### src/rtl/csa_pkg.sv
package csa_pkg;
    // Default number of bits handled by one carry-select group
    localparam int DEF_GRP = 4;

    // Number of groups for a given operand width and group size
    function automatic int grp_count(input int width, input int grp);
        return width / grp;
    endfunction
endpackage

### src/rtl/csa_rca.sv
// Ripple chain of explicit full adders, N bits wide
module csa_rca #(
    parameter int N = 4
) (
    input  logic [N-1:0] a,
    input  logic [N-1:0] b,
    input  logic         ci,
    output logic [N-1:0] s,
    output logic         co
);
    logic [N:0] c;

    assign c[0] = ci;

    for (genvar i = 0; i < N; i++) begin : g_fa
        assign s[i]   = a[i] ^ b[i] ^ c[i];
        assign c[i+1] = (a[i] & b[i]) | (c[i] & (a[i] ^ b[i]));
    end

    assign co = c[N];

    // the chain must equal an arithmetic add of its own inputs
    always_comb begin
        a_r2_ripple_exact: assert ({co, s} == ({1'b0, a} + {1'b0, b} + {{N{1'b0}}, ci}))
            else $error("ripple chain result mismatch");
    end
endmodule

### src/rtl/csa_excess1.sv
// Plus-one (excess-1) converter, W bits wide, wraps modulo 2^W
module csa_excess1 #(
    parameter int W = 5
) (
    input  logic [W-1:0] x,
    output logic [W-1:0] y
);
    logic [W-1:0] run_and;

    assign run_and[0] = 1'b1;
    assign y[0]       = ~x[0];

    for (genvar i = 1; i < W; i++) begin : g_bit
        assign run_and[i] = run_and[i-1] & x[i-1];
        assign y[i]       = x[i] ^ run_and[i];
    end

    // output is input plus one, with wrap at all ones
    always_comb begin
        a_r3_plus_one: assert (y == x + W'(1))
            else $error("excess-1 converter mismatch");
    end
endmodule

### src/rtl/csa_bec_grp.sv
// One upper group: one ripple chain, one plus-one converter, one selector
module csa_bec_grp #(
    parameter int N = 4
) (
    input  logic [N-1:0] a,
    input  logic [N-1:0] b,
    input  logic         csel,
    output logic [N-1:0] s,
    output logic         co
);
    logic [N-1:0] s_zero;
    logic         c_zero;
    logic [N:0]   inc_out;

    csa_rca #(.N(N)) u_rca (
        .a  (a),
        .b  (b),
        .ci (1'b0),
        .s  (s_zero),
        .co (c_zero)
    );

    csa_excess1 #(.W(N + 1)) u_inc (
        .x ({c_zero, s_zero}),
        .y (inc_out)
    );

    always_comb begin
        if (csel) begin
            {co, s} = inc_out;
        end else begin
            {co, s} = {c_zero, s_zero};
        end
    end

    // the selected group result equals the add with the incoming carry
    always_comb begin
        a_r4_select_exact: assert ({co, s} == ({1'b0, a} + {1'b0, b} + {{N{1'b0}}, csel}))
            else $error("group select mismatch");
    end
endmodule

### src/rtl/csa_bec_adder.sv
// Top: carry select adder whose upper groups use a plus-one converter
module csa_bec_adder #(
    parameter int WIDTH = 32,
    parameter int GRP   = csa_pkg::DEF_GRP
) (
    input  logic [WIDTH-1:0] a,
    input  logic [WIDTH-1:0] b,
    input  logic             cin,
    output logic [WIDTH-1:0] sum,
    output logic             cout
);
    localparam int NGRP = csa_pkg::grp_count(WIDTH, GRP);

    // Group carries: gc[g] is the carry into group g
    logic [NGRP:0] gc;

    if ((WIDTH % GRP) != 0 || WIDTH < GRP) begin : g_bad_width
        $error("WIDTH must be a positive multiple of GRP");
    end

    assign gc[0] = cin;

    // lowest group is a bare ripple chain on the external carry
    csa_rca #(.N(GRP)) u_low (
        .a  (a[GRP-1:0]),
        .b  (b[GRP-1:0]),
        .ci (gc[0]),
        .s  (sum[GRP-1:0]),
        .co (gc[1])
    );

    for (genvar g = 1; g < NGRP; g++) begin : g_grp
        csa_bec_grp #(.N(GRP)) u_grp (
            .a    (a[g*GRP +: GRP]),
            .b    (b[g*GRP +: GRP]),
            .csel (gc[g]),
            .s    (sum[g*GRP +: GRP]),
            .co   (gc[g+1])
        );
    end

    assign cout = gc[NGRP];

    // whole-word result equals the arithmetic sum
    always_comb begin
        a_r1_word_exact: assert ({cout, sum} == ({1'b0, a} + {1'b0, b} + {{WIDTH{1'b0}}, cin}))
            else $error("adder word mismatch");
    end

    // all-ones plus carry-in must wrap to zero with carry out
    always_comb begin
        if (a == {WIDTH{1'b1}} && b == '0 && cin) begin
            a_r6_full_propagate: assert (sum == '0 && cout)
                else $error("full carry propagation failed");
        end
    end
endmodule

### config.mk
export PLATFORM = sky130hd
export DESIGN_NAME = csa_bec_adder
export DESIGN_NICKNAME = d
export VERILOG_FILES = /design/src/rtl/csa_pkg.sv /design/src/rtl/csa_rca.sv /design/src/rtl/csa_excess1.sv /design/src/rtl/csa_bec_grp.sv /design/src/rtl/csa_bec_adder.sv
export SDC_FILE = /design/constraint.sdc
export NUM_CORES = 1
export LEC_CHECK = 0
export ABC_CLOCK_PERIOD_IN_PS = 4330
export BUFFER_PORTS_ARGS = -buffer_cell sky130_fd_sc_hd__buf_2
export CORE_ASPECT_RATIO = 1.75
export CORE_MARGIN = 5
export CORE_UTILIZATION = 42
export DETAILED_ROUTE_END_ITERATION = 8
export MAX_ROUTING_LAYER = met4
export PLACE_DENSITY_LB_ADDON = 0.25
export SLEW_MARGIN = 20
export SYNTH_ARGS = -nofsm -noshare
export SYNTH_HDL_FRONTEND = slang
export SYNTH_SLANG_ARGS = --single-unit
### constraint.sdc
create_clock -name vclk -period 4.33
set_input_delay 0.6495 -clock vclk [all_inputs]
set_output_delay 0.6495 -clock vclk [all_outputs]
set_load 0.01 [all_outputs]
==> metrics.txt, run 1 <==
Critical Path End Type=output pin; Arrival @ worst endpoint=4130 ps; Final min period=roughly 4800 ps; first-pass GRT wire length=approximately 6300 um; cells along the critical path=buf_6, ha_4, inv_2, fa_2, fa_2, inv_2, fa_1, ha_2, nor2b_4, o21ai_4, mux2i_4, mux2i_4, a21boi_4, mux2i_1, a21oi_2, buf_6, mux2_4, buf_6; Max Cap Viol=0; FF/Latch Area=0 sq um; detailed-route vias per instance=around 4.6; total power=0.495 mW; most frequent cells in the layout=buf_2, inv_1, ha_1; final core occ=66.6%; DR vias=1619; Relative slew margins=between 70% and 80%; post-synthesis sequential area ratio=0%; drt initial violations=12; CP max-delay cell=fa_1; detailed-route wire length=roughly 3800 um; Pins Over Slew Limit=0; setup ws final=-452 ps; Remaining Overflow, GRT=0; placed instance area=about 2400 sq um; Global Route Usage Sum=between 10 and 15%; commonest non-fill, non-tap cell in the layout=buf_2; combinational share of power=100.0%; Clk network pwr share=0%; synthesized netlist net count=308; Place WS=-422 ps; antenna violations before repair=0; CLK BUF=0; Sequential Power Share=0%; post-route insts no fill=350; failing checks=setup timing; Fillers=about 350; drt drc=0; Ports=between 90 and 100; ant diodes=0; Ys Warns=0; Final nets=422; Initial Utilization=a little over two fifths; Post-CTS Hold Fix Bufs=0; unrepaired setup endpoints after global routing=true; Synth Instances=190; crit share post-route=110%; Die X=just under 60 um; Setup CP Type=primary input to output pin; Lkg Pwr=1.43 nW; core area=~3900 sq um; Cell variety after synth=34; worst slew pin tran=between 300 and 400 ps; Internal Power=roughly 0.26 mW; PwrDens=192 nW/um^2; Seq cells=0; CP Max Fanout=5; Peak VDD IR=~130 uV; largest net degree at the start of global routing=8; Inst Count DP=about 350; # setup viols final=13; WP depth=18; DR WL/cell=about 11 um; Worst EP required=around 3700 ps; vias in the first global route=around 1700; fmax=209 MHz; status=complete, but fails checks; kind of cell adding the most delay to the critical path=adder cells; Final Instance Area=about 2600 sq um; antenna viol nets, final=0; routability cong.=about 0.75; mean area per synthesized cell=between 8 and 9 sq um; Buf/Inv on CP=5; Sw Share=between 40% and 50%; die area=5390 sq um; number of port buffers=98; Pre-antenna DRT Iters=2; hold path depth=3; hold crit path type=primary input to output pin; Die H=approximately 93 um; Worst path max stage delay=420 ps; area grow syn2layout=54.2%; Net Switching=0.231 mW; synthesized cell area=approximately 1700 sq um; dpl hpwl=about 3500 um; most used cell along the critical path=buf_6; startpoint types=primary input; share of cells above drive strength 1=52.0%; Site Rows=30; final hold violations=0
==> power by group through the flow <==
stage | clock (mW) | combinational [mW] | sequential (mW)
after global routing | 0 | 0.560 | 0
after global placement | 0 | 0.424 | 0
final | 0 | 0.495 | 0
after CTS | 0 | 0.455 | 0
after floorplan | 0 | 0.271 | 0
after detailed placement | 0 | 0.438 | 0
==> metrics by stage <==
stage	hold WS, ps	setup TNS (ps)
2_1_floorplan	1480	-884
3_3_place_gp	1650	-2950
3_5_place_dp	1650	-3640
4_1_cts	1650	-3750
5_1_grt	1660	-5570
6_report	1640	-4240
==> what timing repair did <==
| action | 4_1_cts | 5_1_grt |
|---|---|---|
| buffers inserted | 2 | 2 |
| pin swaps | 1 | 7 |
| setup endpoints to repair | 13 | 16 |
| gates resized for setup | 11 | 23 |
==> metal layers <==
metal	GRT usage (%)	vias up	routed length, um
met1	13.4	754	1210
met3	0.967	0	277
met5	-	-	0
met4	0.387	0	0
li1	-	812	-
met2	29.9	53	2350
==> path summary, 6_finish.rpt <==
path  slack [ps]  endpoint  from
max         -450   sum[30]  a[4]
min         1640    sum[0]   cin
==> kinds of logic (layout without fill, tap and decap cells) <==
| kind of cell | Yosys count | after routing | synth area share, % |
|---|---|---|---|
| buffers and inverters | 58 | 170 | 13.3 |
| AOI/OAI and AO/OA | 16 | 16 | 6.52 |
| muxes | 16 | 16 | 11.2 |
| xor gates and xnor gates | 12 | 12 | 6.74 |
| and+or+nand+nor | 35 | 35 | 11.4 |
| adders and majority gates | 53 | 53 | 50.9 |
==> cell type report <==
class,instances,area [sq um],area share [%]
well taps,48,60.1,2.33
inverters,56,210,8.16
repair buffers,114,684,26.6
multi-input cells,132,1620,62.9
==> synth_stat cells (all sizes together) <==
| master | n | area [sq um] |
|---|---|---|
| nor3b | 1 | 7.51 |
| o22a | 1 | 8.76 |
| and3 | 1 | 6.26 |
| a21boi | 1 | 11.3 |
| and2 | 1 | 7.51 |
| nand4bb | 1 | 16.3 |
| nor2b | 1 | 8.76 |
| ha | 28 | 350 |
| mux2i | 5 | 62.6 |
| nand4b | 1 | 8.76 |
| nand4 | 1 | 6.26 |
| inv | 56 | 210 |
| mux2 | 11 | 124 |
| nor2 | 4 | 15.0 |
| nand3b | 3 | 22.5 |
| and2b | 1 | 7.51 |
| xor2 | 5 | 43.8 |
| or2b | 1 | 8.76 |
| nand2 | 17 | 63.8 |
| nand2b | 1 | 6.26 |
| fa | 25 | 500 |
| a21oi | 4 | 23.8 |
| nor3 | 1 | 5.00 |
| a21o | 1 | 8.76 |
| o21ai | 9 | 56.3 |
| buf | 1 | 7.51 |
| clkbuf | 1 | 3.75 |
| xnor2 | 7 | 68.8 |
Power figures use the tool's default switching activity.
==> inputs of run 2 (changes only) <==
ABC_AREA = 1   (was unset)
CORE_UTILIZATION = 43   (was 42)
SLEW_MARGIN = unset   (was 20)
==> run 2 against run 1 <==
Against the previous run: the flow now finishes without violations; synthesized cell count increased by 11%; critical path depth increased by 3; flip-flop and latch count unchanged; wire length increased by 4.6%; worst setup slack improved by 580 ps; via count increased by 3.0%; clock-buffer cell count unchanged; maximum frequency increased by 14%; worst hold slack got worse by 1.1 ps; utilization decreased by 1.6 points; first-iteration DRC count increased by 42%; die area increased by 1.6%; highest routed layer unchanged.
==> metrics.txt, run 2 <==
final core occ=65.0% (was 66.6%); mean area per synthesized cell=8.26 sq um (was 8.79 sq um); Arrival @ worst endpoint=3550 ps (was 4130 ps); synthesized cell area=1740 sq um (was 1670 sq um); Global Route Usage Sum=14.6% (was 13.9%); Buf/Inv on CP=4 (was 5); commonest cells in the netlist=inv_1, ha_1, fa_1 (unchanged); drt initial violations=17 (was 12); startpoint types=primary input (unchanged); Pre-antenna DRT Iters=4 (was 2); hold path startpoint=cin (unchanged); Remaining Overflow, GRT=0 (unchanged); fmax=238 MHz (was 209 MHz); Critical Path End Type=output pin (unchanged); most frequent cells in the layout=buf_2, inv_1, ha_1 (unchanged); cells along the critical path=buf_2, fa_1, fa_1, fa_1, inv_2, fa_2, inv_4, nand2_4, nand2_4, nand2_8, nand2_8, nand2_8, nand2_8, nand2_4, nand2_4, nand2_4, nand2_8, nand3_4, nand3_2, nand2_1, buf_2 (was buf_6, ha_4, inv_2, fa_2, fa_2, inv_2, fa_1, ha_2, nor2b_4, o21ai_4, mux2i_4, mux2i_4, a21boi_4, mux2i_1, a21oi_2, buf_6, mux2_4, buf_6); Ys Warns=0 (unchanged); CLK BUF=0 (unchanged); Final nets=435 (was 422); setup ws final=128 ps (was -452 ps); Worst EP required=3680 ps (about the same); placed instance area=2310 sq um (was 2350 sq um); die area=5480 sq um (was 5390 sq um); crit share post-route=97.0% (was 110%); Final min period=4200 ps (was 4780 ps); detailed-route vias per instance=4.60 (was 4.63); final hold violations=0 (unchanged); post-synthesis sequential area ratio=0% (unchanged); Relative slew margins=78.0% (was 74.4%); Synth top area share=28.7% (was 30.0%); Die X=58.1 um (was 57.7 um); Fin Hold WS=1640 ps (about the same); FF/Latch Area=0 sq um (unchanged); crit path launch=a[0] (was a[4]); Die H=94.2 um (was 93.4 um); DR vias=1668 (was 1619); CP Max Fanout=7 (was 5); Place WS=-3.51 ps (was -422 ps); Pins Over Slew Limit=0 (unchanged); ant diodes=0 (unchanged); Seq cells=0 (unchanged); drt drc=0 (unchanged); Site Rows=30 (unchanged); kind of cell adding the most delay to the critical path=adder cells (unchanged); setup tns final=0 ps (was -4240 ps); antenna viol nets, final=0 (unchanged); # setup viols final=0 (was 13); DR WL/cell=11.1 um (was 11.0 um); Final Instance Area=2540 sq um (was 2580 sq um); Setup CP Type=primary input to output pin (unchanged); Peak VDD IR=152 uV (was 129 uV); Synth Instances=211 (was 190); CP max-delay cell=fa_1 (unchanged); share of cells above drive strength 1=47.3% (was 52.0%); Worst path max stage delay=430 ps (was 420 ps); routability cong.=0.772 (was 0.750); Ports=98 (unchanged); Max Cap Viol=0 (unchanged); synthesized netlist net count=329 (was 308); core area=3900 sq um (was 3870 sq um); vias in the first global route=1765 (was 1716); detailed-route wire length=4020 um (was 3840 um); Post-CTS Hold Fix Bufs=0 (unchanged); Area contributors post-synth=fa_1, ha_1, inv_1, nand3_1, nand2_1 (was fa_1, ha_1, inv_1, mux2_2, nand2_1); largest net degree at the start of global routing=9 (was 8); area grow syn2layout=45.6% (was 54.2%); antenna violations before repair=0 (unchanged); Fillers=354 (was 352); commonest non-fill, non-tap cell in the layout=buf_2 (unchanged); count leader, synth=inv_1 (unchanged); status=complete, no violations (was complete, but fails checks); WP depth=21 (was 18); Lkg Pwr=1.48 nW (was 1.43 nW); Initial Utilization=44.6% (was 43.2%); PwrDens=238 nW/um^2 (was 192 nW/um^2); largest area contributor in the netlist=fa_1 (unchanged); number of port buffers=98 (unchanged); hold path depth=3 (unchanged); first-pass GRT wire length=6580 um (was 6290 um); hold crit path type=primary input to output pin (unchanged); dpl hpwl=3630 um (was 3490 um); worst slew pin tran=328 ps (was 383 ps); Cell variety after synth=21 (was 34)
run 2: cell count changes after synthesis, moves of 3 or more:
cell	delta
nand2_1	+7
mux2_1	-5
nand3b_1	-3
nand2_8	+3
nand3_2	+4
inv_1	+12
nand3_1	+18
nand2_4	+7
mux2_2	-3
mux2i_1	-4
run 2: cell families after synthesis:
family / after synthesis / synth area share (%)
mux: 3 / 1.94
xor+xnor: 12 / 6.89
simple gates: 62 / 24.0
fa+ha+maj: 53 / 48.8
compound gates: 12 / 3.45
buf+inv: 69 / 14.9
run 2: timing repair:
item                       4_1_cts  5_1_grt
setup endpoints to repair        2       13
pin swaps                        0       17
gates resized for setup          2       36
buffers inserted                 0        4
hold endpoints to repair         0        0
run 2: worst paths after layout:
path	to	slack (ps)
worst max-delay path	cout	130
worst min-delay path	sum[0]	1640
run 2: stage by stage:
stage / std cells / power, mW
after floorplan: 211 / 0.356
after global placement: 359 / 0.529
after detailed placement: 359 / 0.541
after CTS: 359 / 0.547
after global routing: 363 / 0.681
final: 363 / 0.605
run 2: worst min-delay path: cells and delay by family:
kind	cells	cell delay [ps]
buf+inv	2	200
fa+ha+maj	1	140
run 2: metal layers:
layer	vias up	share of wire, %	global-route usage [%]
met5	-	0	-
met4	0	0	0
met3	0	9.1	1.24
met2	64	61	30.8
met1	759	30	14.8
li1	845	-	-
run 2: final cells by class:
cell class	instances	area (sq um)	share of cell area (%)
Multi-Input combinational cell	142	1670	65.7
Tap cell	48	60.1	2.37
Inverter	69	262	10.3
Timing Repair Buffer	104	548	21.6
run 2: where the power goes:
group          total, mW  switching [mW]  internal [mW]
sequential             0               0              0
clock                  0               0              0
combinational      0.605           0.333          0.272
total              0.605           0.333          0.272
